<file path="src/rtl/rtc_alarm_pkg.sv">
package rtc_alarm_pkg;
  // register byte offsets
  localparam int OFF_STATUS = 'h44;
  localparam int OFF_IEN    = 'h48;
  localparam int OFF_WAKE   = 'h7C;
  localparam int OFF_PWR    = 'h98;
  localparam int BASE_A     = 'h20;
  localparam int BASE_B     = 'h80;
  localparam int STRIDE     = 4;
  // bit positions
  localparam int B_TMR_EN   = 2;
  localparam int B_A_EN     = 3;
  localparam int B_B_EN     = 4;
  localparam int B_A_FLAG   = 6;
  localparam int B_B_FLAG   = 7;
  localparam int B_WAKE_EN  = 1;
  localparam int B_PWROFF   = 16;

  function automatic int field_off(input int bank, input int idx);
    return ((bank == 0) ? BASE_A : BASE_B) + STRIDE * idx;
  endfunction
endpackage

</file>
<file path="src/rtl/rtc_alarm_bank.sv">
module rtc_alarm_bank
  import rtc_alarm_pkg::*;
#(
  parameter int FIELDS = 6,
  parameter int FW     = 8,
  parameter int AW     = 8,
  parameter int BANK   = 0
) (
  input  logic                 clk,
  input  logic                 rst,
  input  logic                 wr_en,
  input  logic [AW-1:0]        wr_addr,
  input  logic [FW-1:0]        wr_field,
  input  logic [FIELDS*FW-1:0] now_i,
  output logic [FIELDS*FW-1:0] set_o,
  output logic                 hit_o
);
  logic [FIELDS-1:0] eq;

  for (genvar i = 0; i < FIELDS; i++) begin : g_fld
    localparam logic [AW-1:0] ADDR = AW'(field_off(BANK, i));
    logic [FW-1:0] fld_q;
    always_ff @(posedge clk) begin
      if (rst)                           fld_q <= '0;
      else if (wr_en && wr_addr == ADDR) fld_q <= wr_field;
    end
    assign set_o[i*FW +: FW] = fld_q;
    assign eq[i] = (fld_q == now_i[i*FW +: FW]);
  end

  assign hit_o = &eq;
endmodule

</file>
<file path="src/rtl/rtc_alarm_unit.sv">
module rtc_alarm_unit
  import rtc_alarm_pkg::*;
#(
  parameter int FIELDS = 6,
  parameter int FW     = 8,
  parameter int AW     = 8,
  parameter int DW     = 32
) (
  input  logic                 clk,
  input  logic                 rst,
  input  logic                 tick_i,
  input  logic [FIELDS*FW-1:0] time_i,
  input  logic                 wr_en,
  input  logic [AW-1:0]        wr_addr,
  input  logic [DW-1:0]        wr_data,
  input  logic                 rd_en,
  input  logic [AW-1:0]        rd_addr,
  output logic [DW-1:0]        rd_data,
  output logic                 irq_alarm,
  output logic                 irq_timer,
  output logic                 alarm_wake,
  output logic                 pmic_power_en
);
  localparam int NBANK = 2;
  localparam int TW    = FIELDS * FW;
  localparam logic [AW-1:0] A_STATUS = AW'(OFF_STATUS);
  localparam logic [AW-1:0] A_IEN    = AW'(OFF_IEN);
  localparam logic [AW-1:0] A_WAKE   = AW'(OFF_WAKE);
  localparam logic [AW-1:0] A_PWR    = AW'(OFF_PWR);

  logic [NBANK-1:0]    hit;
  logic [TW-1:0]       bank_set [NBANK];
  logic [NBANK-1:0]    flag_q, flag_d, clr, set;
  logic                en_tmr, en_a, en_b, wake_en, pwroff_en, off_q;
  logic                irq_a_q, irq_t_q, wake_q, pwr_q;
  logic [DW-1:0]       rd_q, rd_mux;
  logic                unused_wr;

  assign unused_wr = ^wr_data;

  for (genvar g = 0; g < NBANK; g++) begin : g_bank
    rtc_alarm_bank #(.FIELDS(FIELDS), .FW(FW), .AW(AW), .BANK(g)) u_bank (
      .clk(clk), .rst(rst), .wr_en(wr_en), .wr_addr(wr_addr),
      .wr_field(wr_data[FW-1:0]), .now_i(time_i),
      .set_o(bank_set[g]), .hit_o(hit[g])
    );
  end

  // flag update: a matching strobe wins over a clearing write
  always_comb begin
    clr = '0;
    if (wr_en && wr_addr == A_STATUS)
      clr = {wr_data[B_B_FLAG], wr_data[B_A_FLAG]};
    set    = tick_i ? hit : '0;
    flag_d = (flag_q & ~clr) | set;
  end

  always_comb begin
    rd_mux = '0;
    if (rd_addr == A_STATUS) begin
      rd_mux[B_A_FLAG] = flag_q[0];
      rd_mux[B_B_FLAG] = flag_q[1];
    end
    if (rd_addr == A_IEN) begin
      rd_mux[B_TMR_EN] = en_tmr;
      rd_mux[B_A_EN]   = en_a;
      rd_mux[B_B_EN]   = en_b;
    end
    if (rd_addr == A_WAKE) rd_mux[B_WAKE_EN] = wake_en;
    if (rd_addr == A_PWR)  rd_mux[B_PWROFF]  = pwroff_en;
    for (int b = 0; b < NBANK; b++)
      for (int i = 0; i < FIELDS; i++)
        if (rd_addr == AW'(field_off(b, i)))
          rd_mux = DW'(bank_set[b][i*FW +: FW]);
  end

  always_ff @(posedge clk) begin
    if (rst) begin
      flag_q    <= '0;
      en_tmr    <= 1'b0;
      en_a      <= 1'b0;
      en_b      <= 1'b0;
      wake_en   <= 1'b0;
      pwroff_en <= 1'b0;
      off_q     <= 1'b0;
      irq_a_q   <= 1'b0;
      irq_t_q   <= 1'b0;
      wake_q    <= 1'b0;
      pwr_q     <= 1'b1;
      rd_q      <= '0;
    end else begin
      flag_q <= flag_d;
      if (wr_en && wr_addr == A_IEN) begin
        en_tmr <= wr_data[B_TMR_EN];
        en_a   <= wr_data[B_A_EN];
        en_b   <= wr_data[B_B_EN];
      end
      if (wr_en && wr_addr == A_WAKE) wake_en   <= wr_data[B_WAKE_EN];
      if (wr_en && wr_addr == A_PWR)  pwroff_en <= wr_data[B_PWROFF];
      if (tick_i && hit[1] && pwroff_en) off_q <= 1'b1;
      irq_a_q <= (flag_q[0] & en_a) | (flag_q[1] & en_b);
      irq_t_q <= tick_i & en_tmr;
      wake_q  <= flag_q[0] & wake_en;
      pwr_q   <= ~off_q;
      if (rd_en) rd_q <= rd_mux;
    end
  end

  assign rd_data       = rd_q;
  assign irq_alarm     = irq_a_q;
  assign irq_timer     = irq_t_q;
  assign alarm_wake    = wake_q;
  assign pmic_power_en = pwr_q;
endmodule

</file>
<file path="config.mk">
export PLATFORM = sky130hd
export DESIGN_NAME = rtc_alarm_unit
export DESIGN_NICKNAME = d
export VERILOG_FILES = /design/src/rtl/rtc_alarm_pkg.sv /design/src/rtl/rtc_alarm_bank.sv /design/src/rtl/rtc_alarm_unit.sv
export SDC_FILE = /design/constraint.sdc
export NUM_CORES = 1
export LEC_CHECK = 0
export BUFFER_PORTS_ARGS = -buffer_cell sky130_fd_sc_hd__buf_2
export CAP_MARGIN = 20
export CORE_MARGIN = 1
export CORE_UTILIZATION = 60
export DETAILED_ROUTE_END_ITERATION = 10
export HOLD_SLACK_MARGIN = 0.08
export PLACE_DENSITY_LB_ADDON = 0.15
export SYNTH_ARGS = -nofsm -noshare
export SYNTH_HDL_FRONTEND = slang
export SYNTH_SLANG_ARGS = --single-unit
</file>
<file path="constraint.sdc">
create_clock -name clk -period 3.8 [get_ports clk]
set_clock_uncertainty 0.15 [all_clocks]
set_input_delay 0.76 -clock clk [delete_from_list [all_inputs] [get_ports clk]]
set_output_delay 0.76 -clock clk [all_outputs]
set_load 0.005 [all_outputs]
</file>
==> reports/metrics.yaml, run 1 <==
hold_slack_ns: 0.268
clk_pin_slew_ns: 0.06
cts_buffer_depth: 2
hold_path.class: "flop to flop"
slowest_delay_ns: 0.55
end_kind: "flop"
hold_path_depth: 1
reg2reg_slack_ns: 1.32
area_growth_pct: 15.7
hpwl_mm: 18.3
nNetsFinal: 980
multi_input_area_sq_mm: 0.00412
initial_core_util: 0.622
die_x_um: 109
ys.flop_type: "dfxtp_1"
tightest_slew_ns: 0.961
cts.sinks: 117
synthArstFlopShare: 0
cts_hold_repair.buffers: 0
cts_resized: 0
yosysTopAreaCell: "dfxtp_1"
design.die.area_sq_mm: 0.0118
utilization: 0.719
status: "finished, final reports clean"
worstSetupStartpoint: "rd_addr[4]"
cts_htree_levels: 4
dr_total_vias: 6624
crit_chain: "buf_2 -> nand4bb_1 -> nor3_1 -> nand2_1 -> o21ai_0 -> a2bb2oi_1 -> o31ai_1"
synth_warnings: 0
synth_area_leaders: "dfxtp_1 (34%), mux2i_1 (14%), nor2_1 (7.7%), xnor2_1 (6.0%), xor2_1 (4.7%)"
arrival_ns: 2.79
relSlewSlack: 0.358
antenna_left: 0
synth_seq_cells: 117
grt_pass1_wl_mm: 36.7
synth_edf_count: 0
dp.cells: 1000
cp_max_fo: 22
period_share: 0.691
cts_tree: "yes"
die_y_um: 109
start_kind: "input pin"
crit_slowest_cell: "nor3_1"
use_met3: 0.119
ys_types: 69
syn_avg_cell_area_sq_um: 8.45
r2r_cells: 6
grt_max_degree: 73
yosysTopAreaCellShare: 0.343
seq_area_sq_mm: 0.00234
viasPerCell: 6.41
final_cell_mix: "nor2_1 (140), dfxtp_1 (117), mux2i_1 (96)"
syn_area_sq_mm: 0.00683
numCtsBuffers: 17
drv_cap: 0
hp-start: "off_q"
fin_cells: 1033
ioPinCount: 137
crit_required_ns: 3.96
yosysSeqAreaShare: 0.343
r2r-start: "g_bank[1].u_bank.g_fld[2].fld_q[6]"
setup_ws_ns: 1.17
drt_iter0_markers: 801
postCtsSetupBuffers: 0
antenna_found_initial: 1
drc: 0
synthCells: 808
track_usage: 0.437
tns_ns: 0
grt_overflow: 0
fmax_ghz: 0.381
routabilityCongestion: 1.01
wirelength_mm: 24.9
grtUsageMet1: 0.540
grt_util_met2: 0.673
root_buffer: "clkbuf_16"
p_leak_nw: 3.37
setup_violations: 0
crit_type: "input pin to flop"
worstSkewPairLatency_ns: 0.43
first_global_vias: 6314
min_period_ns: 2.63
avgRoutedWirePerCell_um: 24.1
dpl_worst_slack_ns: 0.859
drive_gt1_frac: 0.169
fin_area_sq_mm: 0.00790
fillerInstances: 836
grt-busiest-layer: "met2"
drv_slew: 0
dpl_cell_area_sq_mm: 0.00721
rsz0062_at_grt: "false"
total_power_mw: 3.39
vdd_drop_max_mv: 0.507
rows: 38
finalHoldViolCount: 0
port_buffers: 90
core_sq_mm: 0.0110
mostFrequentLayoutCell: "nor2_1"
p_per_area_mw_per_mm2: 430
dr.pass1.iters: 6
[cell families (layout without fill, tap and decap cells)]
group / Yosys count / in the layout / synth area share
AO/OA/AOI/OAI: 125 / 125 / 0.116
multiplexers: 104 / 104 / 0.157
buffers and inverters: 85 / 147 / 0.0651
other: 1 / 24 / 0.000549
AND/OR/NAND/NOR: 292 / 292 / 0.210
flip-flops: 117 / 117 / 0.343
XOR/XNOR: 84 / 84 / 0.108
[registers in the layout, summed over array words and instances (netlist names)]
signal	count
flag_q	2
pwroff_en	1
alarm_wake	1
irq_alarm	1
en_tmr	1
g_bank.u_bank.g_fld.fld_q	96
irq_timer	1
off_q	1
rd_data	9
en_b	1
pmic_power_en	1
en_a	1
wake_en	1
[final cells by class]
class | count | area share
Inverter | 19 | 0.00903
Timing Repair Buffer | 96 | 0.0631
Antenna cell | 1 | 0.000317
Sequential cell | 117 | 0.297
Clock inverter | 14 | 0.0311
Clock buffer | 18 | 0.0556
Multi-Input combinational cell | 628 | 0.522
Tap cell | 140 | 0.0222
[power by group]
part	internal [mW]	switching [mW]	total, mW
Sequential	1.23	0.00231	1.23
Combinational	0.0938	0.193	0.287
Clock	1.25	0.624	1.88
Total	2.58	0.819	3.39
[per-layer routing]
layer	routed length [um]	share of wire	up-vias
met5	0	0	-
met4	1620	0.065	0
met3	2650	0.11	103
met2	11100	0.44	483
met1	9570	0.38	3106
li1	-	-	2932
[path summary, 6_finish.rpt]
kind / endpoint
setup / recovery: rd_data[2]
hold / removal: pmic_power_en
setup reg to reg: flag_q[1]
hold reg to reg: pmic_power_en
[worst max-delay path, delay by kind of cell]
family / cells / cell delay (ns)
AND/OR/NAND/NOR: 3 / 1.01
AO/OA/AOI/OAI: 3 / 0.61
buffers and inverters: 1 / 0.41
[Yosys cell counts (4+ instances only)]
cell       count
a211oi_1       6
a21oi_1       36
a221oi_1       5
and2_1         4
buf_2         10
buf_4         24
clkbuf_1      28
dfxtp_1      117
inv_1         19
mux2_2         6
mux2i_1       96
nand2_1       43
nand2b_1       6
nand3_1       16
nand4_1       21
nor2_1       140
nor2_2         5
nor2b_1        9
nor3_1         6
nor4_1        12
o211ai_1       5
o21ai_0       29
o22ai_1        7
o2bb2ai_1      4
o31ai_1        4
xnor2_1       47
xor2_1        37
Power figures use the tool's default switching activity.
==> run 2, diff against run 1 <==
--- a/config.mk
+++ b/config.mk
@@ -8,7 +8,7 @@
 export BUFFER_PORTS_ARGS = -buffer_cell sky130_fd_sc_hd__buf_2
 export CAP_MARGIN = 20
 export CORE_MARGIN = 1
-export CORE_UTILIZATION = 60
+export CORE_UTILIZATION = 50
 export DETAILED_ROUTE_END_ITERATION = 10
 export HOLD_SLACK_MARGIN = 0.08
 export PLACE_DENSITY_LB_ADDON = 0.15
==> constraint.sdc (replaced) <==
create_clock -name clk -period 2.4 [get_ports clk]
set_clock_uncertainty 0.15 [all_clocks]
set_input_delay 0.48 -clock clk [delete_from_list [all_inputs] [get_ports clk]]
set_output_delay 0.48 -clock clk [all_outputs]
set_load 0.005 [all_outputs]
==> run 2 against run 1 <==
Compared with the run above:
- combinational power up 68%
- core utilization down 11 points
- worst setup slack worse by 0.99 ns
- routed wire length up 0.19%
- hold slack worse by 0.13 ns
- die area up 20%
- first-iteration DRC count down 27%
- non-clock buffer count up 38
- critical endpoint is now flag_q[0]
- largest cell class unchanged
- largest power group unchanged
==> reports/metrics.yaml, run 2 (synthesis gave the netlist of run 1 again) <==
hold_path.class: "input pin to flop"
ioPinCount: 137  # unchanged
regMostFlops: "g_bank.u_bank.g_fld.fld_q"
cts_tree: "yes"
grt_overflow: 0  # unchanged
diodes: 0  # -1
vdd_drop_max_mv: 0.440  # -13%
worstReg2RegEnd: "flag_q[0]"
drv_slew: 0  # unchanged
grt_pass1_wl_mm: 37.2  # +1.3%
start_kind: "flop"
cp_max_fo: 4  # -82%
relSlewSlack: 0.633  # +0.274
root_buffer: "clkbuf_16"
mostFrequentLayoutCell: "nor2_1"
drv_cap: 0  # unchanged
die_x_um: 119  # +9.4%
crit_type: "flop to flop"
cts_resized: 0  # unchanged
p_leak_nw: 3.52  # +4.4%
tightest_slew_ns: 0.550  # -0.412 ns
dpl_worst_slack_ns: -0.0689  # -0.928 ns
crit_required_ns: 2.60  # -1.36 ns
worstSkewPairLatency_ns: 0.42  # about the same
hpwl_mm: 19.6  # +6.9%
final_cell_mix: "nor2_1 (140), dfxtp_1 (117), mux2i_1 (96)"
crit_chain: "o22ai_1 -> a2111oi_0 -> nand4_1 -> or4_1 -> a21oi_1"
drt_iter0_markers: 583  # -27%
core_sq_mm: 0.0133  # +21%
postCtsSetupBuffers: 0  # unchanged
dp.cells: 1074  # +7.4%
min_period_ns: 2.21
die_y_um: 119  # +9.4%
tns_ns: 0  # unchanged
r2r-start: "g_bank[0].u_bank.g_fld[1].fld_q[7]"
p_per_area_mw_per_mm2: 594  # +38%
reg2reg_slack_ns: 0.19  # -1.13 ns
cts_htree_levels: 4  # unchanged
design.die.area_sq_mm: 0.0141  # +20%
period_share: 0.922
worstSetupStartpoint: "g_bank[0].u_bank.g_fld[1].fld_q[7]"
drive_gt1_frac: 0.203  # +0.0339
viasPerCell: 5.92  # -7.7%
drc: 0  # unchanged
r2r_cells: 5  # -1
rows: 42  # +11%
track_usage: 0.364  # -0.0729
crit_end: "flag_q[0]"
cts_hold_repair.buffers: 0  # unchanged
wirelength_mm: 24.9  # +0.19%
nNetsFinal: 1018  # +3.9%
initial_core_util: 0.514  # -0.108
dpl_cell_area_sq_mm: 0.00758  # +5.1%
setup_violations: 0  # unchanged
crit_slowest_cell: "or4_1"
rsz0062_at_grt: "false"
arrival_ns: 2.41  # -0.38 ns
status: "finished, final reports clean"
routabilityCongestion: 1.02  # +0.41%
fmax_ghz: 0.452
grt_max_degree: 82  # +12%
dr.pass1.iters: 5  # -1
finalHoldViolCount: 0  # unchanged
clk_pin_slew_ns: 0.06  # about the same
fin_cells: 1106  # +7.1%
dr_total_vias: 6543  # -1.2%
end_kind: "flop"
setup_ws_ns: 0.187  # -0.986 ns
cts_buffer_depth: 2  # unchanged
avgRoutedWirePerCell_um: 22.6  # -6.4%
fin_area_sq_mm: 0.00813  # +3.0%
numCtsBuffers: 17  # unchanged
cts.sinks: 117  # unchanged
area_growth_pct: 19.1
first_global_vias: 6246  # -1.1%
port_buffers: 90  # unchanged
antenna_found_initial: 0  # -1
antenna_left: 0  # unchanged
slowest_delay_ns: 0.56  # about the same
largest_register_ffs: 96  # unchanged
## run 2: changes by cell type in the layout (fill, tap and decap cells not counted), sizes merged
cell / delta
buf: +38
bufinv: -6
clkinvlp: -1
inv: +4
clkinv: +3
diode: -1
## run 2: per-stage QoR
step                 util  power (mW)  hold WS, ns
detailed placement  0.570        2.46        0.235
global placement    0.570        2.46        0.238
floorplan               -        2.26        0.224
finish              0.612        4.83        0.138
global route        0.612        4.97        0.169
CTS                 0.612        4.83        0.136
## run 2: worst min-delay path by stage
stage	cells past startpoint	endpoint	from	slack, ns
floorplan	1	pmic_power_en	off_q	0.22
global placement	1	pmic_power_en	off_q	0.24
detailed placement	1	pmic_power_en	off_q	0.23
CTS	3	pwroff_en	wr_data[16]	0.14
global route	3	pwroff_en	wr_data[16]	0.17
finish	3	pwroff_en	wr_data[16]	0.14
## run 2: worst max-delay path, delay by kind of cell, from the launching register on
kind	cells	cell delay (ns)
flip-flops	1	0.46
AND/OR/NAND/NOR	2	0.72
AO/OA/AOI/OAI	3	0.82
## run 2: cell type report
type | instances | area (sq um)
Fill cell | 1184 | 5160
Multi-Input combinational cell | 628 | 4120
Sequential cell | 117 | 2340
Timing Repair Buffer | 134 | 821
Clock buffer | 18 | 439
Tap cell | 176 | 220
Clock inverter | 14 | 116
Inverter | 19 | 71.3
## run 2: report_power, final
group	leakage, nW	switching [mW]	internal (mW)	total, mW
Sequential	0.942	0.00381	1.95	1.95
Clock	0.268	1.03	1.37	2.40
Combinational	2.31	0.306	0.175	0.481
Total	3.52	1.33	3.49	4.83
## run 2: per-layer routing
layer / part of all wire / vias up / GRT usage
li1: - / 3002 / -
met1: 0.41 / 3105 / 0.465
met2: 0.47 / 367 / 0.592
met3: 0.089 / 69 / 0.0852
met4: 0.037 / 0 / 0.146
met5: 0 / - / 0
